### config.mk
export PLATFORM = sky130hd
export DESIGN_NAME = gate_interlock
export DESIGN_NICKNAME = d
export VERILOG_FILES = /design/src/rtl/gate_interlock_pkg.sv /design/src/rtl/gi_datapath.sv /design/src/rtl/gi_control.sv /design/src/rtl/gate_interlock.sv
export SDC_FILE = /design/constraint.sdc
export NUM_CORES = 1
export LEC_CHECK = 0
export ABC_CLOCK_PERIOD_IN_PS = 5330
export BUFFER_PORTS_ARGS = -buffer_cell sky130_fd_sc_hd__buf_4
export CORE_ASPECT_RATIO = 1.5
export CORE_MARGIN = 5
export CORE_UTILIZATION = 63
export CTS_CLUSTER_SIZE = 16
export DETAILED_ROUTE_END_ITERATION = 12
export PLACE_DENSITY = 0.94
export SETUP_SLACK_MARGIN = 0.05
export SLEW_MARGIN = 20
export SYNTH_ARGS = -nofsm -noshare
export SYNTH_HDL_FRONTEND = slang
export SYNTH_SLANG_ARGS = --single-unit
### constraint.sdc
create_clock -name clk -period 5.33 [get_ports clk]
set_input_delay 0.533 -clock clk [delete_from_list [all_inputs] [get_ports clk]]
set_output_delay 0.533 -clock clk [all_outputs]
set_load 0.02 [all_outputs]
### src/rtl/gate_interlock_pkg.sv
package gate_interlock_pkg;
  localparam int NUM_PH = 3;
  localparam int CMD_W = 2 * NUM_PH;

  typedef enum logic [2:0] {
    BOTH_OFF,
    WAIT_HS,
    HS_ON,
    WAIT_LS,
    LS_ON
  } legState_e;

  // Strobes from the phase controllers to the datapath
  typedef struct packed {
    logic [NUM_PH-1:0] loadGap;
    logic [NUM_PH-1:0] hiOn;
    logic [NUM_PH-1:0] loOn;
  } ctrlStrobe_t;
endpackage

### src/rtl/gi_datapath.sv
module gi_datapath
  import gate_interlock_pkg::*;
#(
  parameter int DT_W        = 6,
  parameter int MIN_DT      = 2,
  parameter int SYNC_STAGES = 2
) (
  input  logic              clk,
  input  logic              rstN,
  input  logic              enable,
  input  logic [CMD_W-1:0]  cmd,
  input  logic [DT_W-1:0]   dtCount,
  input  ctrlStrobe_t       strobe,
  output logic [NUM_PH-1:0] hiReq,
  output logic [NUM_PH-1:0] loReq,
  output logic [NUM_PH-1:0] gapZero,
  output logic [CMD_W-1:0]  gateOn
);
  localparam int CNT_W = DT_W + 1;
  localparam logic [CMD_W-1:0] IDLE_CMD = {{NUM_PH{1'b1}}, {NUM_PH{1'b0}}};

  logic [CMD_W-1:0] syncQ [SYNC_STAGES];
  logic [CNT_W-1:0] loadVal;

  // Synchronizer chain; resets to the "nothing requested" pattern
  always_ff @(posedge clk or negedge rstN) begin
    if (!rstN) begin
      for (int i = 0; i < SYNC_STAGES; i++) syncQ[i] <= IDLE_CMD;
    end else begin
      syncQ[0] <= cmd;
      for (int i = 1; i < SYNC_STAGES; i++) syncQ[i] <= syncQ[i-1];
    end
  end

  assign loReq   = syncQ[SYNC_STAGES-1][NUM_PH-1:0];
  assign hiReq   = ~syncQ[SYNC_STAGES-1][CMD_W-1:NUM_PH];
  assign loadVal = CNT_W'(dtCount) + CNT_W'(MIN_DT - 1);

  // Combinational gating so a low enable takes effect in the same cycle
  assign gateOn = enable ? {strobe.hiOn, strobe.loOn} : '0;

  for (genvar p = 0; p < NUM_PH; p++) begin : g_gap
    logic [CNT_W-1:0] gap;

    // Counts the cycles since this phase last turned a device off
    always_ff @(posedge clk or negedge rstN) begin
      if (!rstN)                  gap <= '0;
      else if (strobe.loadGap[p]) gap <= loadVal;
      else if (gap != '0)         gap <= gap - 1'b1;
    end

    assign gapZero[p] = (gap == '0);

    AST_NEVER_BOTH: assert property (@(posedge clk) disable iff (!rstN)
      !(gateOn[p] && gateOn[NUM_PH+p]));
    AST_GAP_BEFORE_HS: assert property (@(posedge clk) disable iff (!rstN)
      $rose(gateOn[NUM_PH+p]) |-> !$past(gateOn[p]));
    AST_GAP_BEFORE_LS: assert property (@(posedge clk) disable iff (!rstN)
      $rose(gateOn[p]) |-> !$past(gateOn[NUM_PH+p]));
  end
endmodule

### src/rtl/gi_control.sv
module gi_control
  import gate_interlock_pkg::*;
(
  input  logic              clk,
  input  logic              rstN,
  input  logic              enable,
  input  logic [NUM_PH-1:0] hiReq,
  input  logic [NUM_PH-1:0] loReq,
  input  logic [NUM_PH-1:0] gapZero,
  output ctrlStrobe_t       strobe
);
  logic [NUM_PH-1:0] loadV;
  logic [NUM_PH-1:0] hiOnV;
  logic [NUM_PH-1:0] loOnV;

  for (genvar p = 0; p < NUM_PH; p++) begin : g_phase
    legState_e st;
    legState_e nxt;
    logic      ld;

    always_ff @(posedge clk or negedge rstN) begin
      if (!rstN) st <= BOTH_OFF;
      else       st <= nxt;
    end

    always_comb begin
      nxt = st;
      ld  = 1'b0;
      if (!enable) begin
        nxt = BOTH_OFF;
        ld  = (st == HS_ON) || (st == LS_ON);
      end else if (hiReq[p] && loReq[p]) begin
        nxt = st;                       // conflicting request: freeze
      end else begin
        case (st)
          BOTH_OFF: begin
            if (hiReq[p])      nxt = WAIT_HS;
            else if (loReq[p]) nxt = WAIT_LS;
          end
          WAIT_HS: begin
            if (hiReq[p])      nxt = gapZero[p] ? HS_ON : WAIT_HS;
            else if (loReq[p]) nxt = WAIT_LS;
            else               nxt = BOTH_OFF;
          end
          HS_ON: begin
            if (!hiReq[p]) begin
              ld  = 1'b1;
              nxt = loReq[p] ? WAIT_LS : BOTH_OFF;
            end
          end
          WAIT_LS: begin
            if (loReq[p])      nxt = gapZero[p] ? LS_ON : WAIT_LS;
            else if (hiReq[p]) nxt = WAIT_HS;
            else               nxt = BOTH_OFF;
          end
          LS_ON: begin
            if (!loReq[p]) begin
              ld  = 1'b1;
              nxt = hiReq[p] ? WAIT_HS : BOTH_OFF;
            end
          end
          default: nxt = BOTH_OFF;
        endcase
      end
    end

    assign loadV[p] = ld;
    assign hiOnV[p] = (st == HS_ON);
    assign loOnV[p] = (st == LS_ON);

    AST_CONFLICT_HOLD: assert property (@(posedge clk) disable iff (!rstN)
      enable && hiReq[p] && loReq[p] |=> st == $past(st));
    AST_DISABLE_OFF: assert property (@(posedge clk) disable iff (!rstN)
      !enable |=> st == BOTH_OFF);
  end

  assign strobe = '{loadGap: loadV, hiOn: hiOnV, loOn: loOnV};
endmodule

### src/rtl/gate_interlock.sv
module gate_interlock
  import gate_interlock_pkg::*;
#(
  parameter int DT_W        = 6,
  parameter int MIN_DT      = 2,
  parameter int SYNC_STAGES = 2
) (
  input  logic             clk,
  input  logic             rstN,
  input  logic             enable,
  input  logic [CMD_W-1:0] cmd,
  input  logic [DT_W-1:0]  dtCount,
  output logic [CMD_W-1:0] gateOn
);
  ctrlStrobe_t       strobe;
  logic [NUM_PH-1:0] hiReq;
  logic [NUM_PH-1:0] loReq;
  logic [NUM_PH-1:0] gapZero;

  gi_datapath #(
    .DT_W(DT_W), .MIN_DT(MIN_DT), .SYNC_STAGES(SYNC_STAGES)
  ) u_dp (
    .clk(clk), .rstN(rstN), .enable(enable), .cmd(cmd), .dtCount(dtCount),
    .strobe(strobe), .hiReq(hiReq), .loReq(loReq), .gapZero(gapZero),
    .gateOn(gateOn)
  );

  gi_control u_ctl (
    .clk(clk), .rstN(rstN), .enable(enable), .hiReq(hiReq), .loReq(loReq),
    .gapZero(gapZero), .strobe(strobe)
  );
endmodule

==> flow_metrics.env <==
export IMPL_run_status="complete, no violations"
export IMPL_cts_hold_buf=0
export IMPL_wl_um=4580
export IMPL_synth_most_common_cell="sky130_fd_sc_hd__dfrtp_1"
export IMPL_die_y_um=85.1
export IMPL_detail_route_drc_violations=0
export IMPL_fp_dieArea_mm2=0.00512
export IMPL_fin_cells=301
export IMPL_initial_utilization_pct=65.0
export IMPL_power_density_mw_per_mm2=398
export IMPL_final_critical_path_setup_slack_ps=3340
export IMPL_flow_area_growth_from_synthesis_pct=10.7
export IMPL_avgSynthCellArea_um2=9.88
export IMPL_synth_area_mm2=0.00237
export IMPL_globalRouteTotalUtil_pct=20.0
export IMPL_cts_root_buf="sky130_fd_sc_hd__clkbuf_8"
export IMPL_grt_first_pass_wirelength_um=7940
export IMPL_net_count_after_synthesis=259
export IMPL_core_rowCount=27
export IMPL_number_of_detailed_routing_iterations_run_before_antenna_repair=4
export IMPL_cp_num_buf_inv=1
export IMPL_synthesis_instances=240
export IMPL_netlist_top_cells_count="sky130_fd_sc_hd__dfrtp_1, sky130_fd_sc_hd__nand2_1, sky130_fd_sc_hd__mux2i_1, sky130_fd_sc_hd__o21ai_0, sky130_fd_sc_hd__inv_1"
export IMPL_vdd_ir_drop_worst_mv=0.310
export IMPL_place_hpwl_um=3290
export IMPL_arrival_ps=1460
export IMPL_hold_violations=0
export IMPL_cts_tree="done"
export IMPL_cts_num_sinks=42
export IMPL_cts_buffer_depth=2
export IMPL_critical_path_max_stage_delay_ps=450
export IMPL_post_route_cells_drive_above_1_share_pct=17.8
export IMPL_drt_initial_drc_count=73
export IMPL_final_core_utilization_pct=71.9
export IMPL_number_of_antenna_repair_diodes=0
export IMPL_clkLatencyLatePin_ps=280
export IMPL_synth_edf_count=0
export IMPL_cpLargestDelayFamily="simple AND/OR/NAND/NOR gates"
export IMPL_die_w_um=60.1
export IMPL_ys_dominant_reg_cell="sky130_fd_sc_hd__dfrtp_1"
export IMPL_globalplace_congestion=0.904
export IMPL_core_area_mm2=0.00365
export IMPL_report_final_slew_viol_count=0
export IMPL_h_tree_depth=2
export IMPL_worstSetupPathType="register to primary output"
export IMPL_ys_top_cells_by_area="sky130_fd_sc_hd__dfrtp_1, sky130_fd_sc_hd__dfstp_2, sky130_fd_sc_hd__mux2i_1"
export IMPL_post_synthesis_cell_type_with_the_largest_combined_area="sky130_fd_sc_hd__dfrtp_1"
export IMPL_remaining_global_route_overflow=0
export IMPL_synth_largest_type_area_fraction_pct=38.0
export IMPL_setup_total_negative_slack_ps=0
export IMPL_yosys_cell_types_count=50
export IMPL_worstPathCellList="nand2b_1, or2_2, nor2_1, buf_4"
export IMPL_final_cell_area_mm2=0.00263
export IMPL_yosys_register_bits=42
export IMPL_cp_data_required_time_ps=4800
export IMPL_power_static_leakage_nw=1.09
export IMPL_postPlaceCellArea_mm2=0.00254
export IMPL_port_buffers=20
export IMPL_nets=277
export IMPL_cap_violations=0
export IMPL_slew_headroom_pct=54.3
export IMPL_synth_async_reset_ratio_pct=100
export IMPL_fin_worst_skew_ps=2.75
export IMPL_numCtsBuffers=5
export IMPL_min_delay_path_class="input pin to async pin"
export IMPL_cell_count_post_placement=294
export IMPL_routed_via_count=1844
export IMPL_route_antenna_remaining_nets=0
export IMPL_place_worst_setup_slack_ps=3380
export IMPL_report_final_setup_viol=0
export IMPL_critical_path_peak_fanout=7
export IMPL_vias_in_the_first_global_route=1835
export IMPL_max_freq_mhz=503
export IMPL_grt_antenna_before_repair=0
export IMPL_clock_pin_slew_of_the_registers_on_the_worst_case_setup_and_hold_paths_ps=70
export IMPL_critical_path_endpoint_type="primary output"
export IMPL_sequential_share_of_the_synthesized_area_pct=44.6
export IMPL_via_per_inst=6.13
export IMPL_period_needed_ps=1990
export IMPL_post_cts_resize_count=0
export IMPL_post_cts_setup_buffer_count=0
export IMPL_max_slew_worst_pin_slew_ps=680
export IMPL_timing_critical_path_from="u_ctl.g_phase[1].st[2]"
export IMPL_worst_path_max_delay_cell="sky130_fd_sc_hd__dfrtp_1"
export IMPL_rr_startpoint="u_dp.g_gap[2].gap[2]"
export IMPL_io_pin_count=21
export IMPL_grt_setup_unrepaired="false"
export IMPL_grt_max_degree=43
export IMPL_post_route_period_util_pct=37.3
export IMPL_synthesis_yosys_warnings=0
export IMPL_critPathLaunchType="register"
export IMPL_detail_route_wl_per_cell_um=15.2
metrics by stage:
stage	total power (W)	hold slack, ps
4_1_cts	0.00105	231
3_3_place_gp	0.000824	333
6_report	0.00105	215
2_1_floorplan	0.000756	237
3_5_place_dp	0.000846	336
5_1_grt	0.00113	259
area by class of cell:
class / count / area, µm²
multi-input cells: 176 / 1220
flip-flops and latches: 42 / 1060
fillers: 249 / 1020
repair buffers: 21 / 158
clock buffers: 7 / 86.3
well taps: 43 / 53.8
inverters: 12 / 45.0
state kept, by name (all words and copies together), names as in the netlist:
register / cells
u_ctl.g_phase.st: 9
u_dp.g_gap.gap: 21
u_dp.loReq: 3
u_dp.syncQ: 9
per-layer routing:
layer | wire length, µm | share of wire [%] | global-route usage (%) | vias to the layer above
met4 | 97 | 2.1 | 8.47 | 0
met1 | 1860 | 41 | 24.3 | 893
met2 | 2450 | 53 | 33.9 | 38
li1 | - | - | - | 904
met3 | 172 | 3.8 | 3.20 | 9
met5 | 0 | 0 | 0 | -
cell usage in the layout (no fill, tap or decap), types with 7 or more instances in the layout:
cell type / netlist / routed
sky130_fd_sc_hd__o21ai_0: 13 / 13
sky130_fd_sc_hd__buf_4: 0 / 21
sky130_fd_sc_hd__nand2b_1: 10 / 10
sky130_fd_sc_hd__nand2_1: 21 / 21
sky130_fd_sc_hd__inv_1: 12 / 12
sky130_fd_sc_hd__nor2_1: 11 / 11
sky130_fd_sc_hd__xnor2_1: 7 / 7
sky130_fd_sc_hd__dfrtp_1: 36 / 36
sky130_fd_sc_hd__mux2i_1: 13 / 13
sky130_fd_sc_hd__nor3_1: 10 / 10
sky130_fd_sc_hd__a21oi_1: 7 / 7
worst paths after layout:
kind	endpoint	cells past startpoint	slack [ps]
worst max-delay path	gateOn[4]	4	3340
worst min-delay path	u_dp.loReq[2]	1	210
worst max register to register	u_dp.g_gap[2].gap[5]	4	3370
worst min register to register	u_dp.loReq[2]	0	350
max in group asynchronous	u_dp.syncQ[4]	1	4740
min in group clk	u_dp.loReq[2]	0	350
cells by family (layout without fill, tap and decap cells):
kind of cell | Yosys count | after routing | share of synthesized area (%)
AO/OA/AOI/OAI | 51 | 51 | 15.4
XOR/XNOR | 13 | 13 | 4.80
adder cells (fa/ha/maj) | 4 | 4 | 2.11
buffers and inverters | 22 | 40 | 3.75
flip-flops | 42 | 42 | 44.6
multiplexers | 19 | 19 | 8.34
AND/OR/NAND/NOR | 89 | 89 | 21.0
worst reg2reg max path: cells and delay by family (launching register included):
family / cells / cell delay [ps]
compound gates: 2 / 450
flops: 1 / 420
simple gates: 2 / 970
power by group:
| group | total, W | switching, W | internal (W) | leakage (nW) |
|---|---|---|---|---|
| Clock | 0.000202 | 0.0000993 | 0.000103 | 0.0443 |
| Combinational | 0.000357 | 0.000175 | 0.000183 | 0.540 |
| Sequential | 0.000486 | 0.0000835 | 0.000402 | 0.510 |
| Total | 0.00105 | 0.000358 | 0.000688 | 1.09 |
No activity file was read; power rests on OpenSTA's default activity.
